**config.mk**
```make
export PLATFORM = sky130hd
export DESIGN_NAME = segxl_unit
export DESIGN_NICKNAME = d
export VERILOG_FILES = /design/src/rtl/segxl_pkg.sv /design/src/rtl/segxl_regs.sv /design/src/rtl/segxl_xlate.sv /design/src/rtl/segxl_unit.sv
export SDC_FILE = /design/constraint.sdc
export NUM_CORES = 1
export LEC_CHECK = 0
export ABC_AREA = 1
export BUFFER_PORTS_ARGS = -buffer_cell sky130_fd_sc_hd__buf_2
export CAP_MARGIN = 20
export CELL_PAD_IN_SITES_DETAIL_PLACEMENT = 0
export CELL_PAD_IN_SITES_GLOBAL_PLACEMENT = 2
export CORE_MARGIN = 4
export CORE_UTILIZATION = 37
export CTS_CLUSTER_DIAMETER = 120
export DETAILED_ROUTE_END_ITERATION = 6
export MAX_ROUTING_LAYER = met4
export PLACE_DENSITY_LB_ADDON = 0.25
export SLEW_MARGIN = 20
export SYNTH_ARGS = -nofsm -noshare
export SYNTH_HDL_FRONTEND = slang
export SYNTH_SLANG_ARGS = --single-unit
```
**constraint.sdc**
```tcl
create_clock -name clk -period 3.79 [get_ports clk]
set_input_delay 0 -clock clk [delete_from_list [all_inputs] [get_ports clk]]
set_output_delay 0 -clock clk [all_outputs]
set_load 0.01 [all_outputs]
```
**src/rtl/segxl_pkg.sv**
```systemverilog
package segxl_pkg;
  localparam int NSEG = 3;

  localparam logic [1:0] ACC_RD  = 2'd0;
  localparam logic [1:0] ACC_WR  = 2'd1;
  localparam logic [1:0] ACC_FE  = 2'd2;

  localparam logic [1:0] FLT_NONE  = 2'd0;
  localparam logic [1:0] FLT_UNMAP = 2'd1;
  localparam logic [1:0] FLT_BOUND = 2'd2;
  localparam logic [1:0] FLT_PROT  = 2'd3;

  // permission bit positions
  localparam int PROT_R = 0;
  localparam int PROT_W = 1;
  localparam int PROT_X = 2;

  function automatic logic prot_allows(input logic [2:0] prot, input logic [1:0] acc);
    case (acc)
      ACC_RD:  return prot[PROT_R];
      ACC_WR:  return prot[PROT_W];
      ACC_FE:  return prot[PROT_X];
      default: return 1'b0;
    endcase
  endfunction
endpackage

```
**src/rtl/segxl_regs.sv**
```systemverilog
module segxl_regs #(
  parameter int PA_W = 16,
  parameter int SZ_W = 13,
  parameter int NSEG = 3
) (
  input  logic                       clk,
  input  logic                       rst_n,
  input  logic                       priv_mode,
  input  logic                       cfg_we,
  input  logic [1:0]                 cfg_sel,
  input  logic [PA_W-1:0]            cfg_base,
  input  logic [SZ_W-1:0]            cfg_size,
  input  logic                       cfg_down,
  input  logic [2:0]                 cfg_prot,
  output logic [NSEG-1:0][PA_W-1:0]  seg_base,
  output logic [NSEG-1:0][SZ_W-1:0]  seg_size,
  output logic [NSEG-1:0]            seg_down,
  output logic [NSEG-1:0][2:0]       seg_prot,
  output logic                       wr_accept,
  output logic                       wr_reject
);
  logic sel_in_range;

  assign sel_in_range = (32'(cfg_sel) < NSEG);
  assign wr_accept    = cfg_we && priv_mode && sel_in_range;
  assign wr_reject    = cfg_we && !priv_mode;

  for (genvar g = 0; g < NSEG; g++) begin : g_seg
    always_ff @(posedge clk or negedge rst_n) begin
      if (!rst_n) begin
        seg_base[g] <= '0;
        seg_size[g] <= '0;
        seg_down[g] <= 1'b0;
        seg_prot[g] <= 3'b000;
      end else if (wr_accept && (32'(cfg_sel) == g)) begin
        seg_base[g] <= cfg_base;
        seg_size[g] <= cfg_size;
        seg_down[g] <= cfg_down;
        seg_prot[g] <= cfg_prot;
      end
    end
  end
endmodule

```
**src/rtl/segxl_xlate.sv**
```systemverilog
module segxl_xlate
  import segxl_pkg::*;
#(
  parameter int VA_W = 14,
  parameter int PA_W = 16,
  parameter int SZ_W = 13
) (
  input  logic [VA_W-1:0]            vaddr,
  input  logic [1:0]                 acc,
  input  logic [NSEG-1:0][PA_W-1:0]  seg_base,
  input  logic [NSEG-1:0][SZ_W-1:0]  seg_size,
  input  logic [NSEG-1:0]            seg_down,
  input  logic [NSEG-1:0][2:0]       seg_prot,
  output logic [PA_W-1:0]            paddr,
  output logic [1:0]                 fault,
  output logic                       mapped,
  output logic                       in_bounds,
  output logic                       allowed
);
  localparam int OFF_W   = VA_W - 2;
  localparam int MAX_SEG = 1 << OFF_W;

  function automatic logic [SZ_W-1:0] down_dist(input logic [OFF_W-1:0] off);
    return SZ_W'(MAX_SEG) - {1'b0, off};
  endfunction

  function automatic logic up_fits(input logic [OFF_W-1:0] off, input logic [SZ_W-1:0] size);
    return {1'b0, off} < size;
  endfunction

  function automatic logic down_fits(input logic [OFF_W-1:0] off, input logic [SZ_W-1:0] size);
    return down_dist(off) <= size;
  endfunction

  logic [1:0]      top;
  logic [OFF_W-1:0] off;
  logic [1:0]      idx;
  logic [PA_W-1:0] base;
  logic [SZ_W-1:0] size;
  logic            down;
  logic [2:0]      prot;
  logic [PA_W-1:0] addr_calc;

  assign top = vaddr[VA_W-1 -: 2];
  assign off = vaddr[OFF_W-1:0];

  always_comb begin
    mapped = 1'b1;
    idx    = 2'd0;
    case (top)
      2'b00:   idx = 2'd0;
      2'b01:   idx = 2'd1;
      2'b11:   idx = 2'd2;
      default: mapped = 1'b0;
    endcase
  end

  assign base = seg_base[idx];
  assign size = seg_size[idx];
  assign down = seg_down[idx];
  assign prot = seg_prot[idx];

  assign in_bounds = down ? down_fits(off, size) : up_fits(off, size);
  assign allowed   = prot_allows(prot, acc);
  assign addr_calc = down ? (base - PA_W'(down_dist(off))) : (base + PA_W'(off));

  always_comb begin
    if (!mapped)         fault = FLT_UNMAP;
    else if (!in_bounds) fault = FLT_BOUND;
    else if (!allowed)   fault = FLT_PROT;
    else                 fault = FLT_NONE;
  end

  assign paddr = (fault == FLT_NONE) ? addr_calc : '0;
endmodule

```
**src/rtl/segxl_unit.sv**
```systemverilog
module segxl_unit
  import segxl_pkg::*;
#(
  parameter int VA_W = 14,
  parameter int PA_W = 16
) (
  input  logic              clk,
  input  logic              rst_n,
  input  logic              priv_mode,
  input  logic              req_valid,
  input  logic [VA_W-1:0]   req_vaddr,
  input  logic [1:0]        req_acc,
  input  logic              cfg_we,
  input  logic [1:0]        cfg_sel,
  input  logic [PA_W-1:0]   cfg_base,
  input  logic [VA_W-2:0]   cfg_size,
  input  logic              cfg_down,
  input  logic [2:0]        cfg_prot,
  output logic              rsp_valid,
  output logic [PA_W-1:0]   rsp_paddr,
  output logic [1:0]        rsp_fault,
  output logic              cfg_err
);
  localparam int SZ_W = VA_W - 1;

  logic [NSEG-1:0][PA_W-1:0] seg_base;
  logic [NSEG-1:0][SZ_W-1:0] seg_size;
  logic [NSEG-1:0]           seg_down;
  logic [NSEG-1:0][2:0]      seg_prot;
  logic                      wr_accept;
  logic                      wr_reject;
  logic [PA_W-1:0]           xl_paddr;
  logic [1:0]                xl_fault;
  logic                      xl_mapped;
  logic                      xl_in_bounds;
  logic                      xl_allowed;

  segxl_regs #(.PA_W(PA_W), .SZ_W(SZ_W), .NSEG(NSEG)) u_regs (
    .clk(clk), .rst_n(rst_n), .priv_mode(priv_mode),
    .cfg_we(cfg_we), .cfg_sel(cfg_sel), .cfg_base(cfg_base),
    .cfg_size(cfg_size), .cfg_down(cfg_down), .cfg_prot(cfg_prot),
    .seg_base(seg_base), .seg_size(seg_size), .seg_down(seg_down),
    .seg_prot(seg_prot), .wr_accept(wr_accept), .wr_reject(wr_reject)
  );

  segxl_xlate #(.VA_W(VA_W), .PA_W(PA_W), .SZ_W(SZ_W)) u_xlate (
    .vaddr(req_vaddr), .acc(req_acc),
    .seg_base(seg_base), .seg_size(seg_size), .seg_down(seg_down),
    .seg_prot(seg_prot), .paddr(xl_paddr), .fault(xl_fault),
    .mapped(xl_mapped), .in_bounds(xl_in_bounds), .allowed(xl_allowed)
  );

  always_ff @(posedge clk or negedge rst_n) begin
    if (!rst_n) begin
      rsp_valid <= 1'b0;
      rsp_paddr <= '0;
      rsp_fault <= FLT_NONE;
      cfg_err   <= 1'b0;
    end else begin
      rsp_valid <= req_valid;
      cfg_err   <= wr_reject;
      if (req_valid) begin
        rsp_paddr <= xl_paddr;
        rsp_fault <= xl_fault;
      end
    end
  end
endmodule

```
Word level (Yosys, flattened, before mapping)
Cells that the tools add are included.
{"block": "op_classes", "n_mux": 17, "n_addsub": 3, "magnitude_cmp": 4, "n_eq_ne": 6, "n_reduce_logical": 12}
{"op": "$mux 16", "n": 3}
{"op": "$bmux 16 s2", "n": 1}
{"op": "$bmux 13 s2", "n": 1}
{"op": "$add 16x12->16", "n": 1}
{"op": "$sub 16x13->16", "n": 1}
{"op": "$le 13x13->1", "n": 1}
{"op": "$lt 12x13->1", "n": 1}
{"op": "$mux 13", "n": 1}
{"op": "$sub 13x12->13 const A", "n": 1}
{"op": "$logic_not 2->1", "n": 4}
{"op": "$bmux 3 s2", "n": 1}
{"op": "$eq 2x1->1 const B", "n": 3}
{"op": "$eq 2x2->1 const B", "n": 3}
{"op": "$logic_and 1x1->1", "n": 6}
{"op": "$mux 2", "n": 3}
{"op": "$pmux 2 s2", "n": 1}
{"op": "$lt 2x3->1 const B", "n": 1}
{"op": "$mux 1", "n": 3}
{"op": "$mux 3", "n": 1}
{"op": "$pmux 1 s3", "n": 1}
{"op": "$reduce_or 3->1", "n": 1}
{"op": "$bmux 1 s2", "n": 1}
{"op": "$lt 2x2->1 const B", "n": 1}
{"op": "$logic_not 1->1", "n": 1}
{"block": "word_totals", "in_bits": 56, "regBits": 119, "elab_cells": 58, "output_inout_bits": 20}

Depth between registers and ports, before layout
{"block": "depth", "depth_word": 10, "mapped_depth": 22, "ltp_nobuf": 21}

Cells and area by module
A second synthesis with hierarchy kept.
{"block": "hier_totals", "hier_cells": 964, "hier_area_um2": 7151.9}
{"mod": "segxl_regs", "seq_area_each_um2": 2477.4, "area_per_inst_um2": 3933.8, "instances": 1, "cells_each": 438}
{"mod": "segxl_xlate", "seq_area_each_um2": 0.0, "area_per_inst_um2": 2457.4, "instances": 1, "cells_each": 448}
{"mod": "segxl_unit", "seq_area_each_um2": 500.5, "area_per_inst_um2": 760.7, "instances": 1, "cells_each": 78}

Worst setup path after synthesis
No wires, ideal clock.
{"block": "synth_timing", "kind": "input to register", "startpoint": "input req_vaddr[0]", "endpoint": "register rsp_paddr[14]", "cell_stages": 18, "path_slack_ns": 1.346, "setup_time_ns": 0.065, "n_path_buf": 0, "t_arrival_ns": 2.379, "required_ns": 3.725, "path_cell_list": "inv_1 > ha_1 > nor3b_1 > nand3b_1 > nor3_2 > nand2_1 > nor2_1 > xor2_1 > ha_1 > inv_1 > nor3_1 > inv_1 > nor2_1 > nor2_1 > nand2_1 > xor2_1 > nand2_4 > nand2_2"}
{"block": "synth_via", "elab_chain_len": 7, "word_cells_on_any_way": 11, "cone_classes": "3 x add/sub; 2 x order compare; 5 x mux; 1 x reduce/logical"}
{"item": "from (decl)", "line_no": "segxl_unit.sv:11", "text": "input logic [VA_W-1:0] req_vaddr,"}
{"item": "$sub 13x12->13", "line_no": "segxl_xlate.sv:24", "text": "return SZ_W'(MAX_SEG) - {1'b0, off};"}
{"item": "$le 13x13->1", "line_no": "segxl_xlate.sv:32", "text": "return down_dist(off) <= size;"}
{"item": "$mux 1", "line_no": "segxl_xlate.sv:63", "text": "assign in_bounds = down ? down_fits(off, size) : up_fits(off, size);"}
{"item": "$mux 2", "line_no": "segxl_xlate.sv:69", "text": "else if (!in_bounds) fault = FLT_BOUND;"}
{"item": "$mux 2", "line_no": "segxl_xlate.sv:68", "text": "if (!mapped) fault = FLT_UNMAP;"}
{"item": "$logic_not 2->1", "line_no": "segxl_xlate.sv:74", "text": "assign paddr = (fault == FLT_NONE) ? addr_calc : '0;"}
{"item": "$mux 16 *", "line_no": "segxl_xlate.sv:74"}
{"item": "to (signal assigned)", "line_no": "segxl_unit.sv:63", "text": "rsp_paddr <= xl_paddr;"}
{"item": "to (decl)", "line_no": "segxl_unit.sv:20", "text": "output logic [PA_W-1:0] rsp_paddr,"}
Mark *: on every way between the ends. The rest lies on a longest branch, timed or not.
A chain may end at the register's enable or synchronous reset.

Final worst setup path
{"block": "layout_timing", "startpoint": "input req_vaddr[0]", "endpoint": "register rsp_paddr[15]"}
The elaborated chain is that of the path after synthesis.

==> impl_metrics.prom <==
# TYPE chip_impl_metric gauge
chip_impl_metric{name="worst_skew_pair.late_latency",unit="ns"} 0.42
chip_impl_metric{name="clock_path_buffers",unit=""} 2
chip_impl_info{name="rsz0062_at_grt",value="no"} 1
chip_impl_metric{name="die_width",unit="µm"} 143
chip_impl_metric{name="dieArea",unit="mm²"} 0.0204
chip_impl_metric{name="post_synth.cell_area_avg",unit="µm²"} 7.86
chip_impl_metric{name="cts.repair.resized",unit=""} 0
chip_impl_metric{name="fin_ws",unit="ns"} 0.472
chip_impl_info{name="timing.rr.start",value="u_regs.seg_size[24]$_DFFE_PN0P_"} 1
chip_impl_metric{name="synth_sequential_area_ratio",unit="%"} 44.3
chip_impl_metric{name="coreArea",unit="mm²"} 0.0179
chip_impl_metric{name="timing.final.setup_violations",unit=""} 0
chip_impl_metric{name="clk_pin_slew_worst_paths",unit="ns"} 0.06
chip_impl_metric{name="drt_wl_total",unit="mm"} 18.2
chip_impl_metric{name="grt_overflow",unit=""} 0
chip_impl_metric{name="grt_first_pass_wirelength",unit="mm"} 30.7
chip_impl_metric{name="placed_cell_area",unit="mm²"} 0.00731
chip_impl_metric{name="initial_antenna_violation_count",unit=""} 0
chip_impl_info{name="holdCritStartpoint",value="req_vaddr[13]"} 1
chip_impl_metric{name="postSynth.asyncResetShare",unit="%"} 100
chip_impl_metric{name="initial_utilization",unit="%"} 37.6
chip_impl_metric{name="maximum_number_of_pins_on_one_net_before_global_route_repair",unit=""} 70
chip_impl_metric{name="ratio_of_cells_with_drive_above_1_in_the_final_layout",unit="%"} 15.5
chip_impl_metric{name="max_clock_freq",unit="MHz"} 301
chip_impl_metric{name="cts_inserted_buffers",unit=""} 17
chip_impl_metric{name="gp_congestion",unit=""} 0.926
chip_impl_info{name="r2r_end",value="rsp_paddr[15]$_DFFE_PN0P_"} 1
chip_impl_metric{name="routed-via-count",unit=""} 5861
chip_impl_metric{name="port-buffer-count",unit=""} 75
chip_impl_info{name="synth_top_family_by_area",value="simple AND/OR/NAND/NOR gates"} 1
chip_impl_metric{name="antenna_cells",unit=""} 0
chip_impl_metric{name="i_o_pin_count",unit=""} 76
chip_impl_metric{name="h-tree-depth",unit=""} 4
chip_impl_info{name="ys.flop_type",value="dfrtp_1"} 1
chip_impl_metric{name="whs",unit="ns"} 0.106
chip_impl_metric{name="drc",unit=""} 0
chip_impl_metric{name="crit_path_max_fo",unit=""} 16
chip_impl_metric{name="wire_per_inst",unit="µm"} 15.1
chip_impl_metric{name="worstHoldPathCells",unit=""} 4
chip_impl_info{name="worst_setup_path_start_kind",value="primary input"} 1
chip_impl_metric{name="relSlewSlack",unit="%"} 42.0
chip_impl_metric{name="grt.total_usage",unit="%"} 19.9
chip_impl_info{name="synth.area.top_cells",value="dfrtp_1 44%, nand2_1 15%, o21ai_0 8.0%, ha_1 7.4%, inv_1 6.3%"} 1
chip_impl_info{name="hp-class",value="primary input to flip-flop"} 1
chip_impl_metric{name="synthesis.area",unit="mm²"} 0.00672
chip_impl_metric{name="syn-instance-count",unit=""} 856
chip_impl_metric{name="clkSinkCount",unit=""} 119
chip_impl_info{name="synth_top_cell_by_area",value="dfrtp_1"} 1
chip_impl_metric{name="final-hold-violation-count",unit=""} 0
chip_impl_metric{name="synthesized_area_fraction_occupied_by_ao_oa_aoi_and_oai_cells",unit="%"} 12.4
chip_impl_metric{name="synth_edf_count",unit=""} 0
chip_impl_info{name="tritoncts",value="yes"} 1
chip_impl_info{name="outcome",value="completed"} 1
chip_impl_metric{name="first_global_vias",unit=""} 6141
chip_impl_metric{name="finalCritPeriodShare",unit="%"} 87.6
chip_impl_metric{name="finClkSkew",unit="ns"} 0.00734
chip_impl_metric{name="synthMuxAreaShare",unit="%"} 0
chip_impl_info{name="worstSetupEndpointType",value="flip-flop"} 1
chip_impl_metric{name="regToRegSetupSlack",unit="ns"} 1.06
chip_impl_metric{name="syn-num-nets",unit=""} 953
chip_impl_metric{name="timing.critical_path.arrival",unit="ns"} 3.67
chip_impl_info{name="clock_tree.root_cell",value="clkbuf_16"} 1
chip_impl_info{name="timing.hold.worst_endpoint",value="rsp_fault[1]$_DFFE_PN0P_"} 1
chip_impl_metric{name="slew_viol_final",unit=""} 0
chip_impl_metric{name="detail_route.first_pass.iterations",unit=""} 5
chip_impl_metric{name="ff2ff_path_depth",unit=""} 14
chip_impl_info{name="critical_path.slowest_cell",value="dlygate4sd3_1"} 1
chip_impl_metric{name="synth_simple_gate_area_share",unit="%"} 25.0
chip_impl_metric{name="final_nets",unit=""} 1061
chip_impl_info{name="critical_path_class",value="primary input to flip-flop"} 1
chip_impl_metric{name="multi_input_comb_area",unit="mm²"} 0.00316
chip_impl_metric{name="ir_drop",unit="V"} 0.000324
chip_impl_metric{name="final-seq-area",unit="mm²"} 0.00298
chip_impl_metric{name="leakage",unit="µW"} 0.00453
chip_impl_metric{name="max-cap-violations",unit=""} 0
chip_impl_metric{name="ys.warnings.count",unit=""} 0
chip_impl_metric{name="ffs_latches_synth",unit=""} 119
chip_impl_info{name="setup.worst_path.start",value="req_vaddr[0]"} 1
chip_impl_metric{name="detail_route.iter0.violations",unit=""} 418
chip_impl_metric{name="final_cell_area",unit="mm²"} 0.00829
chip_impl_metric{name="place.detailed.hpwl",unit="mm"} 12.9
chip_impl_metric{name="die_h",unit="µm"} 143
chip_impl_metric{name="yosys.area_share.adder",unit="%"} 7.74
chip_impl_metric{name="worstPathRequired",unit="ns"} 4.14
chip_impl_metric{name="detail-route-antenna-nets",unit=""} 0
chip_impl_metric{name="synth_xor_area_share",unit="%"} 1.82
chip_impl_metric{name="fillerInstances",unit=""} 1783
chip_impl_metric{name="cp_slowest_stage_delay",unit="ns"} 0.53
chip_impl_info{name="crit_path_cell_trace",value="dlygate4sd3_1 -> buf_2 -> inv_1 -> ha_1 -> nor3b_1 -> nand3b_1 -> nor3_2 -> xor2_1 -> inv_1 -> ha_1 -> nand2_1 -> inv_1 -> nand3_1 -> nor2_1 -> nand3_1 -> nand3_2 -> nand3_4 -> nor2_8 -> nand3_1 -> nand2_1"} 1
chip_impl_metric{name="fin_crit",unit="ns"} 3.32
chip_impl_metric{name="syn2layout_area_growth",unit="%"} 23.4
chip_impl_metric{name="post-synth-top-area-fraction",unit="%"} 44.3
chip_impl_metric{name="placement_rows",unit=""} 49
chip_impl_metric{name="worst_slew_pin_slew",unit="ns"} 0.870
chip_impl_metric{name="pre_cts_ws",unit="ns"} 0.623
chip_impl_metric{name="detail_route.vias_per_cell",unit=""} 4.86
chip_impl_metric{name="power_per_cell_area",unit="mW/mm²"} 521
chip_impl_metric{name="synth.distinct_cells",unit=""} 39
chip_impl_metric{name="totalNegativeSetupSlack",unit="ns"} 0
critical path, delay by kind of cell:
family / cells / cell delay, ns
xor gates and xnor gates: 1 / 0.28
adders and majority gates: 2 / 0.49
buffers and inverters: 5 / 0.92
and+or+nand+nor: 12 / 1.96
final cells by class:
| cell class | count | area share, % |
|---|---|---|
| Clock buffer | 21 | 5.55 |
| Clock inverter | 11 | 1.78 |
| Inverter | 119 | 5.39 |
| Multi-Input combinational cell | 587 | 38.2 |
| Sequential cell | 119 | 35.9 |
| Tap cell | 229 | 3.45 |
| Timing Repair Buffer | 120 | 9.78 |
through the flow:
step | utilization [%] | cells | power (µW)
3_5_place_dp | 40.8 | 1136 | 2660
5_1_grt | 46.3 | 1206 | 4630
6_report | 46.3 | 1206 | 4320
4_1_cts | 46.3 | 1206 | 4370
2_1_floorplan | - | 856 | 2330
3_3_place_gp | 40.8 | 1136 | 2630
kinds of logic after synthesis:
group           Yosys count
fa+ha+maj                41
xor+xnor                 14
buf+inv                 150
flops                   119
simple gates            379
compound gates          153
metal layers:
metal,part of all wire [%],up-vias,track usage [%]
met5,0,-,-
met4,0.95,0,4.90
met3,4.3,18,3.65
met2,46,139,31.6
met1,49,2758,26.4
li1,-,2946,-
synthesized netlist by cell type, types with 2 or more instances:
library cell	number
nand3b_1	2
a21oi_1	24
nor3_2	2
or2_2	3
xnor2_1	3
o21ai_0	107
ha_1	40
inv_2	5
a21o_1	5
inv_1	112
clkinv_1	2
nand3_2	2
nand2_4	10
nor2_1	37
nand2_1	262
xor2_1	11
nand4_1	5
dfrtp_1	119
nand3_1	37
nand2_2	11
a221oi_1	12
clkbuf_1	28
worst max-delay path by stage:
stage               slack [ns]  cells after the start                         to
floorplan                 1.35                     18  rsp_paddr[14]$_DFFE_PN0P_
global placement          0.76                     16  rsp_paddr[15]$_DFFE_PN0P_
detailed placement        0.62                     19  rsp_paddr[13]$_DFFE_PN0P_
CTS                       0.48                     20  rsp_paddr[15]$_DFFE_PN0P_
global route              0.07                     20   rsp_paddr[4]$_DFFE_PN0P_
finish                    0.47                     20  rsp_paddr[15]$_DFFE_PN0P_
cell usage in the layout, fill, tap and decap left out, drive strengths merged, types with 2 or more instances in the layout:
cell	Yosys	layout
nor2	39	39
dfrtp	119	119
clkinv	2	5
a21o	5	5
clkbuf	28	21
buf	3	82
nor3	3	3
ha	40	40
o21ai	107	107
a221oi	12	12
or2	3	3
xor2	11	11
clkinvlp	0	4
inv	117	118
nand4	6	6
xnor2	3	3
nand3b	2	2
dlygate4sd3	0	38
nand2	283	283
a21oi	24	24
nand3	40	40
bufinv	0	3
flip-flops by register name (all words and copies together) (netlist names):
name,count
rsp_fault,2
rsp_valid,1
u_regs.seg_size,39
cfg_err,1
u_regs.seg_down,3
u_regs.seg_prot,9
u_regs.seg_base,48
rsp_paddr,16
where the power goes:
part,switching (µW),total [µW],internal (µW),leakage (µW)
Sequential,123,1620,1500,0.00151
Combinational,636,1040,402,0.00273
Clock,589,1660,1070,0.000286
Total,1350,4320,2970,0.00453
repair_timing:
action                                 4_1_cts  5_1_grt
hold buffers                                38        0
buffers inserted                             0        0
endpoints found under the hold margin      170        0
Note: power is estimated with default switching activity, not from simulation.
